$ cat src/rtl/manch_tx_pkg.sv
// Shared types for the Manchester response transmitter.
// Assumes: nothing beyond IEEE 1800-2017.
package manch_tx_pkg;

    // Encoder sequencing states
    typedef enum logic [1:0] {
        ENC_IDLE = 2'd0,
        ENC_DATA = 2'd1,
        ENC_TAIL = 2'd2
    } enc_state_e;

endpackage

$ cat src/rtl/mtx_half_timer.sv
// Half-bit timer: emits a one-cycle tick at the last clock of every
// half-bit period while run_i is high. Restarts from zero whenever run_i is low.
// Assumes: HALF_CYC >= 2.
module mtx_half_timer #(
    parameter int HALF_CYC = 8
) (
    input  logic clk,
    input  logic rst_n,
    input  logic run_i,
    output logic tick_o
);
    localparam int CW = (HALF_CYC > 2) ? $clog2(HALF_CYC) : 1;
    localparam logic [CW-1:0] LAST = CW'(HALF_CYC - 1);

    logic [CW-1:0] cnt_q;

    // Count clocks inside the current half-bit period
    always_ff @(posedge clk) begin
        if (!rst_n) begin
            cnt_q <= '0;
        end else if (!run_i || cnt_q == LAST) begin
            cnt_q <= '0;
        end else begin
            cnt_q <= cnt_q + 1'b1;
        end
    end

    assign tick_o = run_i && (cnt_q == LAST);

    // a tick never lasts two cycles, so half-bits never collapse
    p_tick_single_r3: assert property (@(posedge clk) disable iff (!rst_n)
        tick_o |=> !tick_o);

endmodule

$ cat src/rtl/mtx_preamble.sv
// Preamble and sync stage: on start_i it sends PRE_BITS bit periods
// (high half, low half), then a sync pulse of 4 high halves and 2 low halves.
// It strobes prefetch_o when the final sync bit period begins, and handoff_o
// when the sync pulse has been fully sent.
// Assumes: tick_i marks the last clock of each half-bit period.
module mtx_preamble #(
    parameter int PRE_BITS = 8
) (
    input  logic clk,
    input  logic rst_n,
    input  logic start_i,
    input  logic tick_i,
    output logic active_o,
    output logic line_o,
    output logic prefetch_o,
    output logic handoff_o
);
    localparam int NH = 2 * PRE_BITS + 6;
    localparam int IW = $clog2(NH + 1);
    localparam logic [IW-1:0] PRE_END  = IW'(2 * PRE_BITS);
    localparam logic [IW-1:0] HIGH_END = IW'(2 * PRE_BITS + 4);
    localparam logic [IW-1:0] PF_IDX   = IW'(NH - 3);
    localparam logic [IW-1:0] LAST_IDX = IW'(NH - 1);

    logic          act_q;
    logic [IW-1:0] idx_q;

    // Step through the preamble and sync half-bits
    always_ff @(posedge clk) begin
        if (!rst_n) begin
            act_q <= 1'b0;
            idx_q <= '0;
        end else if (start_i) begin
            act_q <= 1'b1;
            idx_q <= '0;
        end else if (act_q && tick_i) begin
            if (idx_q == LAST_IDX) begin
                act_q <= 1'b0;
                idx_q <= '0;
            end else begin
                idx_q <= idx_q + 1'b1;
            end
        end
    end

    // Decode the line level for the current half-bit
    always_comb begin
        if (!act_q) begin
            line_o = 1'b0;
        end else if (idx_q < PRE_END) begin
            line_o = ~idx_q[0];
        end else begin
            line_o = (idx_q < HIGH_END);
        end
    end

    assign active_o   = act_q;
    assign prefetch_o = act_q && tick_i && (idx_q == PF_IDX);
    assign handoff_o  = act_q && tick_i && (idx_q == LAST_IDX);

    // a preamble starts high on its first half-bit
    p_pre_opens_high_r3: assert property (@(posedge clk) disable iff (!rst_n)
        start_i |=> (active_o && line_o));

    // handoff closes this stage in the same step
    p_handoff_ends_r6: assert property (@(posedge clk) disable iff (!rst_n)
        handoff_o |=> !active_o);

endmodule

$ cat src/rtl/mtx_manch_enc.sv
// Manchester encoder: loads the prefetched byte on handoff_i, shifts it out
// MSB first (1 = low then high, 0 = high then low), and fetches the next byte
// one bit period before the current byte ends. If no byte is pending at a
// byte boundary, it sends one low bit period and pulses finish_o.
// Assumes: FIFO is first-word-fall-through, and prefetch_i comes before handoff_i.
module mtx_manch_enc
    import manch_tx_pkg::*;
#(
    parameter int DATA_W = 8
) (
    input  logic              clk,
    input  logic              rst_n,
    input  logic              tick_i,
    input  logic              prefetch_i,
    input  logic              handoff_i,
    input  logic              fifo_empty_i,
    input  logic [DATA_W-1:0] fifo_data_i,
    output logic              fifo_rd_o,
    output logic              line_o,
    output logic              busy_o,
    output logic              finish_o
);
    localparam int BW = (DATA_W > 2) ? $clog2(DATA_W) : 1;
    localparam logic [BW-1:0] BIT_LAST = BW'(DATA_W - 1);
    localparam logic [BW-1:0] BIT_PF   = BW'(DATA_W - 2);

    enc_state_e        st_q;
    logic [DATA_W-1:0] sh_q;
    logic [DATA_W-1:0] nxt_q;
    logic              nxt_v_q;
    logic [BW-1:0]     bit_q;
    logic              half_q;
    logic              pf_own;
    logic              byte_end;
    logic              load;

    assign pf_own    = tick_i && (st_q == ENC_DATA) && half_q && (bit_q == BIT_PF);
    assign byte_end  = tick_i && (st_q == ENC_DATA) && half_q && (bit_q == BIT_LAST);
    assign load      = handoff_i || byte_end;
    assign fifo_rd_o = (prefetch_i || pf_own) && !fifo_empty_i;

    // Hold the prefetched byte until the next byte boundary
    always_ff @(posedge clk) begin
        if (!rst_n) begin
            nxt_q   <= '0;
            nxt_v_q <= 1'b0;
        end else if (fifo_rd_o) begin
            nxt_q   <= fifo_data_i;
            nxt_v_q <= 1'b1;
        end else if (load) begin
            nxt_v_q <= 1'b0;
        end
    end

    // Sequence data half-bits and the closing quiet bit period
    always_ff @(posedge clk) begin
        if (!rst_n) begin
            st_q   <= ENC_IDLE;
            sh_q   <= '0;
            bit_q  <= '0;
            half_q <= 1'b0;
        end else if (load) begin
            half_q <= 1'b0;
            bit_q  <= '0;
            if (nxt_v_q) begin
                st_q <= ENC_DATA;
                sh_q <= nxt_q;
            end else begin
                st_q <= ENC_TAIL;
            end
        end else if (tick_i) begin
            case (st_q)
                ENC_DATA: begin
                    if (!half_q) begin
                        half_q <= 1'b1;
                    end else begin
                        half_q <= 1'b0;
                        bit_q  <= bit_q + 1'b1;
                        sh_q   <= {sh_q[DATA_W-2:0], 1'b0};
                    end
                end
                ENC_TAIL: begin
                    if (!half_q) begin
                        half_q <= 1'b1;
                    end else begin
                        half_q <= 1'b0;
                        st_q   <= ENC_IDLE;
                    end
                end
                default: half_q <= 1'b0;
            endcase
        end
    end

    // Drive the line from the current bit and half
    always_comb begin
        if (st_q == ENC_DATA) begin
            line_o = half_q ? sh_q[DATA_W-1] : ~sh_q[DATA_W-1];
        end else begin
            line_o = 1'b0;
        end
    end

    assign busy_o   = (st_q != ENC_IDLE);
    assign finish_o = tick_i && (st_q == ENC_TAIL) && half_q;

    // a read strobe is a single cycle
    p_rd_single_r7: assert property (@(posedge clk) disable iff (!rst_n)
        fifo_rd_o |=> !fifo_rd_o);

    // finishing returns the encoder to idle
    p_finish_idle_r8: assert property (@(posedge clk) disable iff (!rst_n)
        finish_o |=> !busy_o);

endmodule

$ cat src/rtl/manch_burst_tx.sv
// Top of the response transmitter: accepts a transmit command while idle,
// keys tx_en_o, runs the preamble/sync stage, then hands off to the
// Manchester encoder. It drops tx_en_o and pulses tx_done_o when the encoder
// finishes. A command while busy is ignored and flagged on busy_err_o.
// Assumes: the controller has filled the FIFO before issuing the command.
module manch_burst_tx #(
    parameter int HALF_CYC = 8,
    parameter int PRE_BITS = 8,
    parameter int DATA_W   = 8
) (
    input  logic              clk,
    input  logic              rst_n,
    input  logic              tx_start_i,
    input  logic              fifo_empty_i,
    input  logic [DATA_W-1:0] fifo_data_i,
    output logic              fifo_rd_o,
    output logic              tx_en_o,
    output logic              rx_en_o,
    output logic              tx_line_o,
    output logic              tx_done_o,
    output logic              busy_err_o
);
    logic tx_en_q;
    logic done_q;
    logic berr_q;
    logic accept;
    logic tick;
    logic pre_active;
    logic pre_line;
    logic pre_pf;
    logic pre_handoff;
    logic enc_line;
    logic enc_busy;
    logic enc_finish;

    assign accept = tx_start_i && !tx_en_q;

    // Frame-level enable, done pulse and busy-error flag
    always_ff @(posedge clk) begin
        if (!rst_n) begin
            tx_en_q <= 1'b0;
            done_q  <= 1'b0;
            berr_q  <= 1'b0;
        end else begin
            done_q <= 1'b0;
            berr_q <= tx_start_i && tx_en_q;
            if (accept) begin
                tx_en_q <= 1'b1;
            end else if (enc_finish) begin
                tx_en_q <= 1'b0;
                done_q  <= 1'b1;
            end
        end
    end

    mtx_half_timer #(.HALF_CYC(HALF_CYC)) timer_i (
        .clk    (clk),
        .rst_n  (rst_n),
        .run_i  (tx_en_q),
        .tick_o (tick)
    );

    mtx_preamble #(.PRE_BITS(PRE_BITS)) pre_i (
        .clk        (clk),
        .rst_n      (rst_n),
        .start_i    (accept),
        .tick_i     (tick),
        .active_o   (pre_active),
        .line_o     (pre_line),
        .prefetch_o (pre_pf),
        .handoff_o  (pre_handoff)
    );

    mtx_manch_enc #(.DATA_W(DATA_W)) enc_i (
        .clk          (clk),
        .rst_n        (rst_n),
        .tick_i       (tick),
        .prefetch_i   (pre_pf),
        .handoff_i    (pre_handoff),
        .fifo_empty_i (fifo_empty_i),
        .fifo_data_i  (fifo_data_i),
        .fifo_rd_o    (fifo_rd_o),
        .line_o       (enc_line),
        .busy_o       (enc_busy),
        .finish_o     (enc_finish)
    );

    assign tx_en_o    = tx_en_q;
    assign rx_en_o    = ~tx_en_q;
    assign tx_line_o  = pre_active ? pre_line : enc_line;
    assign tx_done_o  = done_q;
    assign busy_err_o = berr_q;

    // an idle command keys the transmitter
    p_start_keys_r2: assert property (@(posedge clk) disable iff (!rst_n)
        (tx_start_i && !tx_en_o) |=> tx_en_o);

    // preamble stage and encoder never drive at once
    p_handshake_r6: assert property (@(posedge clk) disable iff (!rst_n)
        pre_active |-> !enc_busy);

    // done marks the fall of the enable and lasts one cycle
    p_done_fall_r8: assert property (@(posedge clk) disable iff (!rst_n)
        tx_done_o |-> (!tx_en_o && $past(tx_en_o)));
    p_done_single_r8: assert property (@(posedge clk) disable iff (!rst_n)
        tx_done_o |=> !tx_done_o);

    // a command while busy raises the error flag
    p_busy_flag_r9: assert property (@(posedge clk) disable iff (!rst_n)
        (tx_start_i && tx_en_o) |=> busy_err_o);

endmodule

$ cat config.mk
export PLATFORM = sky130hd
export DESIGN_NAME = manch_burst_tx
export DESIGN_NICKNAME = d
export VERILOG_FILES = /design/src/rtl/manch_tx_pkg.sv /design/src/rtl/mtx_half_timer.sv /design/src/rtl/mtx_preamble.sv /design/src/rtl/mtx_manch_enc.sv /design/src/rtl/manch_burst_tx.sv
export SDC_FILE = /design/constraint.sdc
export NUM_CORES = 1
export LEC_CHECK = 0
export BUFFER_PORTS_ARGS = -buffer_cell sky130_fd_sc_hd__buf_2
export CAP_MARGIN = 20
export CORE_UTILIZATION = 40
export CTS_CLUSTER_DIAMETER = 100
export DETAILED_ROUTE_END_ITERATION = 6
export PLACE_DENSITY = 0.57
export SKIP_CTS_REPAIR_TIMING = 1
export SLEW_MARGIN = 20
export SYNTH_ARGS = -nofsm -noshare
export SYNTH_HDL_FRONTEND = slang
export SYNTH_SLANG_ARGS = --single-unit
$ cat constraint.sdc
create_clock -name clk -period 2.4 [get_ports clk]
set_input_delay 0.12 -clock clk [delete_from_list [all_inputs] [get_ports clk]]
set_output_delay 0.12 -clock clk [all_outputs]
set_load 0.02 [all_outputs]
==> reports/metrics.cfg, run 1 <==
[synthesis]
synth_nets=191
synthDistinctLibCells=41
yosysWarningCount=0
ys.flop_type=dfxtp_1
syn_avg_cell_area_sq_um=9.84
seq_area_frac_synth=0.419
async_flop_share=0
ys_ff_latch=35
synth_enable_flop_cells=0
syn_inst=170
synth_area_sq_um=1670

[floorplanning]
io_pins=18
die_area_sq_um=4440
core_area_sq_um=4000
rows=23
start_util=0.418
die_w_um=66.7
chipHeight_um=66.7

[setup_path]
cp.arrival_ns=2.06
r2r_slack_ns=0.37
timing.rr.start=timer_i.cnt_q[0]
cp_data_required_time_ns=2.28
crit_start=timer_i.cnt_q[0]
rr_endpoint=enc_i.sh_q[2]
ff2ff_path_depth=6
crit_path_end_kind=primary output
crit_type=reg2out
critPathLaunchType=flip-flop
critPathMaxFanout=10

[clock_tree]
cts_tree=yes
clockRootBuffer=clkbuf_8
cts_max_level=2
clockBufferDepth=2
cts.clk_slew.worst_paths_ns=0.07
cts_buffers=5
clk_latency_ns=0.28
cts.sinks=35

[place]
dpl.hpwl_um=2250
gp_congestion=0.751
post-place-ws_ns=0.318
port_buffers=17

[timing]
fin_crit_ns=2.18
slew_headroom=0.614
setup-tns-final_ns=0
maxSlewViolCount=0
maxClockFrequency_mhz=459
finalCritPeriodShare=0.908
finalWorstSetupSlack_ns=0.220
grt_setup_unrepaired=no
finalHoldViolCount=0
setup_viol=0
hold-worst-slack_ns=0.0830
tightestPinTransition_ns=0.579
fin_skew_ns=0.00712

[cells_and_area]
final_net_count=207
mostFrequentLayoutCells=dfxtp_1, nand2_1, buf_2
final_util=0.466
drive_gt1_frac=0.188
layout_commonest_cell=dfxtp_1
diodes=0
fillers=384
syn2layout_area_growth_pct=11.4

[pwr]
p_comb_frac=0.046
total_power_uw=1050
p_sw_uw=222
p_int_uw=830
pwr-share-clk=0.392
cellPowerDensity_nw_per_um2=565
peakVddDrop_uv=410
leakage_uw=0.000742
switching_share=0.211
seqPwrFrac=0.562

[hold_path]
min_from=fifo_data_i[5]
whs_path_depth=3
hold_end=enc_i.nxt_q[5]
worst_hold_path_type=in2reg

[global_route]
grt_first_pass_wirelength_um=5320
antenna_found_initial=0
grt_max_degree=36
grt_usage=0.162
overflow=0
grt_pass1_vias=1215

[route]
drc=0
first_pass_iters=5
avgRoutedWirePerCell_um=13.3
routed_via_density=5.39
drt_iter0_markers=32
highest_layer=met4
met1_length_um=1500
wl_met3_um=128
postRouteAntennaNets=0
wirelength_um=3140
wl_met2_um=1480
vias=1272

[status]
status=complete, no violations

[job]
maxCapViolCount=0

==> registers in the layout (all words and copies together) (netlist names) <==
signal	cells
enc_i.nxt_v_q	1
enc_i.st_q	2
tx_done_o	1
enc_i.sh_q	8
timer_i.cnt_q	3
enc_i.bit_q	3
tx_en_o	1
pre_i.active_o	1
pre_i.idx_q	5
enc_i.half_q	1
enc_i.nxt_q	8
busy_err_o	1
==> metal layers <==
layer  up-vias  track usage
met5         -            0
met1       599        0.201
met3         4       0.0616
li1        644            -
met4         0       0.0559
met2        25        0.255
==> area by class of cell <==
class	count	area, sq um	share of cell area
flip-flops and latches	35	701	0.376
inverters	6	22.5	0.0121
clock inverters	1	5.00	0.00269
well taps	50	62.6	0.0336
clock buffers	6	82.6	0.0443
multi-input cells	120	897	0.482
repair buffers	18	92.6	0.0497
==> worst max-delay path, cell delays in order (launching register included) <==
cell and delay (ns):
dfxtp_1 0.34, ha_1 0.16, ha_2 0.27, nand4_2 0.26, o32a_4 0.32, nor2_8 0.21
buf_2 0.21
==> power by group through the flow <==
stage                     Clock (uW)  Sequential (uW)  Combinational, uW
after detailed placement           0              604               48.3
final                            412              591               48.2
after floorplan                    0              603               31.2
after global placement             0              604               47.8
after CTS                        433              591               48.6
after global routing             462              592               54.5
==> kinds of logic (layout without fill, tap and decap cells) <==
kind of cell             count (synthesis)  after routing  share of synthesized area
AO/OA/AOI/OAI                           35             35                      0.193
XOR/XNOR                                 6              6                     0.0314
adder cells (fa/ha/maj)                  9              9                     0.0673
buffers and inverters                   15             31                     0.0464
flip-flops                              35             35                      0.419
multiplexers                             8              8                     0.0479
AND/OR/NAND/NOR                         62             62                      0.195
==> worst max path at each step <==
stage	endpoint	cells past startpoint
2_1_floorplan	enc_i.sh_q[1]	7
3_3_place_gp	enc_i.sh_q[2]	6
3_5_place_dp	enc_i.sh_q[5]	6
4_1_cts	fifo_rd_o	6
5_1_grt	fifo_rd_o	6
6_report	fifo_rd_o	6
==> per-stage QoR <==
stage	instances	cell area, sq um
2_1_floorplan	170	1670
6_report	236	1860
3_5_place_dp	229	1770
4_1_cts	236	1860
3_3_place_gp	229	1770
5_1_grt	236	1860
==> Yosys cell counts, types with 2 or more instances <==
cell type	n	area (sq um)
a21boi_0	2	15.0
a21oi_1	6	30.0
and2_1	2	12.5
and3_1	5	31.3
buf_2	2	10.0
buf_6	2	22.5
clkbuf_1	4	15.0
dfxtp_1	35	701
ha_1	9	113
inv_1	6	22.5
mux2i_1	8	80.1
nand2_1	27	101
nand3_1	4	20.0
nand4_1	2	12.5
nand4_2	2	25.0
nor2_1	8	30.0
nor3_1	5	25.0
o21ai_0	2	10.0
o221a_1	7	78.8
o41a_1	7	78.8
xnor2_1	3	26.3
xor2_1	3	26.3
Power figures use the tool's default switching activity.
==> inputs of run 2 (changes only) <==
--- a/config.mk
+++ b/config.mk
@@ -10,6 +10,7 @@
 export CORE_UTILIZATION = 40
 export CTS_CLUSTER_DIAMETER = 100
 export DETAILED_ROUTE_END_ITERATION = 6
+export MAX_ROUTING_LAYER = met4
 export PLACE_DENSITY = 0.57
 export SKIP_CTS_REPAIR_TIMING = 1
 export SLEW_MARGIN = 20
==> constraint.sdc (replaced) <==
create_clock -name clk -period 2.2 [get_ports clk]
set_input_delay 0.11 -clock clk [delete_from_list [all_inputs] [get_ports clk]]
set_output_delay 0.11 -clock clk [all_outputs]
set_load 0.02 [all_outputs]
==> run 2 against run 1 <==
  * Sequential share of layout area down 1.6 points
  * Largest power group unchanged
  * Combinational power up 19%
  * Routed wire length up 3.6%
  * Clock skew down 0.0027 ns
  * Largest cell class unchanged
  * Sequential power up 9.1%
  * Setup slack worse by 0.12 ns
  * Cell area up 4.4%
==> reports/metrics.cfg, run 2 (synthesis results as in run 1) <==
[hold_path]
min_from=fifo_data_i[5]  ; unchanged
hold_end=enc_i.nxt_q[5]  ; unchanged
worst_hold_path_type=in2reg  ; unchanged
whs_path_depth=3  ; unchanged

[setup_path]
crit_path_end_kind=primary output  ; unchanged
rr_endpoint=enc_i.sh_q[4]  ; was enc_i.sh_q[2]
ff2ff_path_depth=6  ; unchanged
crit_type=reg2out  ; unchanged
critPathLaunchType=flip-flop  ; unchanged
critPathMaxFanout=9  ; was 10
cp.arrival_ns=1.99  ; was 2.06 ns
r2r_slack_ns=0.15  ; was 0.37 ns
timing.rr.start=timer_i.cnt_q[0]  ; unchanged
cp_data_required_time_ns=2.09  ; was 2.28 ns

[clock_tree]
cts.sinks=35  ; unchanged
clockBufferDepth=2  ; unchanged
clk_latency_ns=0.28  ; about the same
cts_tree=yes  ; unchanged
cts_buffers=5  ; unchanged
cts_max_level=2  ; unchanged
cts.clk_slew.worst_paths_ns=0.07  ; about the same
clockRootBuffer=clkbuf_8  ; unchanged

[route]
vias=1302  ; was 1272
routed_via_density=5.31  ; was 5.39
wirelength_um=3250  ; was 3140 um
postRouteAntennaNets=0  ; unchanged
drc=0  ; unchanged
avgRoutedWirePerCell_um=13.3  ; about the same
first_pass_iters=4  ; was 5
drt_iter0_markers=42  ; was 32

[cells_and_area]
syn2layout_area_growth_pct=16.2  ; was 11.4%
mostFrequentLayoutCells=dfxtp_1, nand2_1, buf_2  ; unchanged
seq_area_sq_um=701  ; unchanged
largestRegisters=enc_i.nxt_q: 8 flops, enc_i.sh_q: 8 flops, pre_i.idx_q: 5 flops  ; unchanged
diodes=0  ; unchanged
fin_cells=245  ; was 236
drive_gt1_frac=0.221  ; was 0.188
layout_commonest_cell=dfxtp_1  ; unchanged
multi_input_area_sq_um=906  ; was 897 sq um
fillers=389  ; was 384
final_net_count=215  ; was 207

[global_route]
grt_max_degree=36  ; unchanged
grt_pass1_vias=1157  ; was 1215
antenna_found_initial=0  ; unchanged
grt_usage=0.172  ; was 0.162
overflow=0  ; unchanged
grt_first_pass_wirelength_um=5460  ; was 5320 um

[timing]
setup-tns-final_ns=0  ; unchanged
tightestPinTransition_ns=0.589  ; was 0.579 ns
finalHoldViolCount=0  ; unchanged
fin_crit_ns=2.10
maxClockFrequency_mhz=477
finalCritPeriodShare=0.952
grt_setup_unrepaired=no  ; unchanged
maxSlewViolCount=0  ; unchanged
slew_headroom=0.607  ; was 0.614
fin_skew_ns=0.00440  ; was 0.00712 ns
setup_viol=0  ; unchanged

[floorplanning]
die_w_um=66.7  ; unchanged
core_area_sq_um=4000  ; unchanged
io_pins=18  ; unchanged
start_util=0.418  ; unchanged
rows=23  ; unchanged
chipHeight_um=66.7  ; unchanged
die_area_sq_um=4440  ; unchanged

[place]
dpl.hpwl_um=2310  ; was 2250 um
gp_congestion=0.764  ; was 0.751
port_buffers=17  ; unchanged
placedCellCount=230  ; was 229

[job]
maxCapViolCount=0  ; unchanged

[status]
status=complete, no violations  ; unchanged

[pwr]
cellPowerDensity_nw_per_um2=618  ; was 565 nW/um^2
leakage_uw=0.000787  ; was 0.000742 uW
peakVddDrop_uv=336  ; was 410 uV

run 2: final cells by class:
type	instances	share of cell area
inverter	6	0.0116
multi-input combinational	120	0.466
timing repair buffer	26	0.0785
sequential	35	0.360
clock buffer	8	0.0515
tap	50	0.0322
run 2: per-stage QoR:
step                      hold WS [ns]  total power [uW]  worst slack, ns   util  area (sq um)
final                           0.0679              1200            0.105  0.486          1940
after global routing            0.0673              1260           0.0142  0.486          1940
after CTS                       0.0608              1220          -0.0709  0.470          1880
after detailed placement         0.368               715            0.125  0.445          1780
after global placement           0.355               713            0.192  0.445          1780
after floorplan                  0.252               692            0.351      -          1670
run 2: routing by layer:
layer | global-route usage | part of all wire
met4 | 0.0638 | 0.016
met5 | - | 0
met2 | 0.254 | 0.44
met3 | 0.0565 | 0.030
met1 | 0.218 | 0.51
run 2: worst max-delay path by stage:
| stage | from | endpoint | slack (ns) | cells after the start |
|---|---|---|---|---|
| 2_1_floorplan | timer_i.cnt_q[0] | enc_i.sh_q[1] | 0.35 | 7 |
| 3_3_place_gp | timer_i.cnt_q[0] | enc_i.sh_q[2] | 0.19 | 6 |
| 3_5_place_dp | timer_i.cnt_q[0] | enc_i.sh_q[2] | 0.12 | 6 |
| 4_1_cts | timer_i.cnt_q[0] | fifo_rd_o | -0.07 | 6 |
| 5_1_grt | timer_i.cnt_q[0] | fifo_rd_o | 0.01 | 6 |
| 6_report | timer_i.cnt_q[0] | fifo_rd_o | 0.10 | 6 |
run 2: power breakdown:
part	internal (uW)	switching (uW)
sequential	638	6.17
combinational	23.1	34.1
clock	285	215
total	947	255
run 2: critical path: stages, from the launching register on:
cell and delay, ns:
dfxtp_1 0.34, ha_1 0.16, ha_2 0.28, nand4_2 0.15, o32a_4 0.41, nor2_8 0.17
buf_2 0.19
==> inputs of run 3 (changes only) <==
--- a/config.mk
+++ b/config.mk
@@ -10,7 +10,7 @@
 export CORE_UTILIZATION = 40
 export CTS_CLUSTER_DIAMETER = 100
 export DETAILED_ROUTE_END_ITERATION = 6
-export MAX_ROUTING_LAYER = met4
+export GPL_TIMING_DRIVEN = 0
 export PLACE_DENSITY = 0.57
 export SKIP_CTS_REPAIR_TIMING = 1
 export SLEW_MARGIN = 20
==> constraint.sdc (replaced) <==
create_clock -name clk -period 2.4 [get_ports clk]
set_input_delay 0.12 -clock clk [delete_from_list [all_inputs] [get_ports clk]]
set_output_delay 0.12 -clock clk [all_outputs]
set_load 0.02 [all_outputs]
==> run 3 against run 2 <==
  * Setup slack improved by 0.078 ns
  * Final cell count shrank 0.41%
  * Clock-buffer cell count did not move
  * Worst hold slack gained 0.0026 ns
  * Sequential share of layout area increased by 0.33 points
  * Critical path depth stayed put
  * Global-route usage up 1.5 points
  * Cell area shrank 0.90%
  * Routed wire length grew 9.8%
  * Largest power group unchanged
  * Register-to-register slack improved by 0.32 ns
  * Critical path type unchanged
  * Sequential power down 8.8%
==> reports/metrics.cfg, run 3 (synthesis results as in run 1) <==
[status]
status=complete, no violations  ; unchanged

[cells_and_area]
drive_gt1_frac=0.196  ; was 0.221
mostFrequentLayoutCells=dfxtp_1, nand2_1, buf_2  ; unchanged
seq_area_sq_um=701  ; unchanged
syn2layout_area_growth_pct=15.2  ; was 16.2%
multi_input_area_sq_um=906  ; unchanged
final_util=0.482  ; was 0.486
largestRegisters=enc_i.nxt_q: 8 flops, enc_i.sh_q: 8 flops, pre_i.idx_q: 5 flops  ; unchanged
layout_commonest_cell=dfxtp_1  ; unchanged
diodes=0  ; unchanged
final_net_count=214  ; was 215
fillers=379  ; was 389

[route]
drt_iter0_markers=51  ; was 42
first_pass_iters=4  ; unchanged
vias=1322  ; was 1302
wirelength_um=3570  ; was 3250 um
postRouteAntennaNets=0  ; unchanged
routed_via_density=5.42  ; was 5.31
drc=0  ; unchanged
avgRoutedWirePerCell_um=14.6  ; was 13.3 um

[global_route]
grt_first_pass_wirelength_um=6070  ; was 5460 um
grt_max_degree=11  ; was 36
overflow=0  ; unchanged
antenna_found_initial=0  ; unchanged
grt_pass1_vias=1284  ; was 1157
grt_usage=0.188  ; was 0.172

[pwr]
leakage_uw=0.000769  ; was 0.000787 uW
cellPowerDensity_nw_per_um2=579  ; was 618 nW/um^2
total_power_uw=1120  ; was 1200 uW
peakVddDrop_uv=307  ; was 336 uV

[timing]
fin_crit_ns=2.22
maxClockFrequency_mhz=451
maxSlewViolCount=0  ; unchanged
hold-worst-slack_ns=0.0706  ; was 0.0679 ns
fin_skew_ns=0.00586  ; was 0.00440 ns
finalWorstSetupSlack_ns=0.183  ; was 0.105 ns
slew_headroom=0.664  ; was 0.607
tightestPinTransition_ns=0.504  ; was 0.589 ns
finalHoldViolCount=0  ; unchanged
grt_setup_unrepaired=no  ; unchanged
finalCritPeriodShare=0.924
setup-tns-final_ns=0  ; unchanged
setup_viol=0  ; unchanged

[floorplanning]
die_w_um=66.7  ; unchanged
core_area_sq_um=4000  ; unchanged
rows=23  ; unchanged
die_area_sq_um=4440  ; unchanged
start_util=0.418  ; unchanged
io_pins=18  ; unchanged
chipHeight_um=66.7  ; unchanged

[place]
gp_congestion=0.773  ; was 0.764
port_buffers=16  ; was 17
post-place-ws_ns=0.329  ; was 0.125 ns
dpl.hpwl_um=2490  ; was 2310 um

[setup_path]
cp_slowest_cell=o32a_4  ; unchanged
critPathLaunchType=flip-flop  ; unchanged
cp_data_required_time_ns=2.28  ; was 2.09 ns
crit_type=reg2out  ; unchanged
crit_path_end_kind=primary output  ; unchanged
cp.arrival_ns=2.10  ; was 1.99 ns
critPathMaxFanout=10  ; was 9
max_stage_delay_ns=0.41  ; about the same
crit_chain=ha_1, ha_2, nand4_2, o32a_4, nor2_8, buf_2  ; unchanged

[clock_tree]
clk_latency_ns=0.29  ; was 0.28 ns
clockRootBuffer=clkbuf_8  ; unchanged
cts_max_level=2  ; unchanged
clockBufferDepth=2  ; unchanged
cts_tree=yes  ; unchanged
cts.sinks=35  ; unchanged
cts_buffers=5  ; unchanged
cts.clk_slew.worst_paths_ns=0.07  ; about the same

[hold_path]
worst_hold_path_type=in2reg  ; unchanged

[job]
maxCapViolCount=0  ; unchanged

[run 3: changes by cell type in the layout (fill, tap and decap cells not counted)]
cell | before | now
buf_4 | 9 | 1
clkbuf_1 | 1 | 5
buf_6 | 0 | 2
buf_2 | 17 | 18
[run 3: area by class of cell]
type	instances	share of cell area
inverters	6	0.0117
repair buffers	16	0.0416
flip-flops and latches	35	0.364
multi-input cells	120	0.470
well taps	50	0.0325
plain buffers	9	0.0286
clock buffers	8	0.0519
[run 3: stage by stage]
stage               instances  instance area (sq um)
finish                    244                   1930
global route              244                   1930
CTS                       244                   1920
detailed placement        236                   1820
global placement          236                   1820
floorplan                 170                   1670
[run 3: worst paths after layout]
kind                          from          endpoint  slack (ns)  cells after the start
hold / removal      fifo_data_i[0]    enc_i.nxt_q[0]        0.07                      3
hold reg to reg   timer_i.cnt_q[0]  timer_i.cnt_q[0]        0.43                      1
setup reg to reg  timer_i.cnt_q[0]     enc_i.sh_q[1]        0.47                      7
setup / recovery  timer_i.cnt_q[0]         fifo_rd_o        0.18                      6
[run 3: power breakdown]
group | total, uW | switching, uW | leakage (uW) | internal [uW]
registers | 588 | 3.13 | 0.000283 | 585
clock network | 472 | 211 | 0.0000515 | 262
logic | 55.8 | 34.5 | 0.000435 | 21.3
total | 1120 | 248 | 0.000769 | 868
[run 3: critical path: cells and delay by family (launching register included)]
kind	cells	cell delay (ns)
fa+ha+maj	2	0.45
compound gates	1	0.41
simple gates	2	0.39
flops	1	0.34
buf+inv	1	0.22
[run 3: layer usage]
layer | GRT usage | vias up | share of wire
li1 | - | 664 | -
met1 | 0.245 | 620 | 0.49
met2 | 0.278 | 29 | 0.45
met3 | 0.0582 | 9 | 0.041
met4 | 0.0878 | 0 | 0.021
met5 | 0 | - | 0
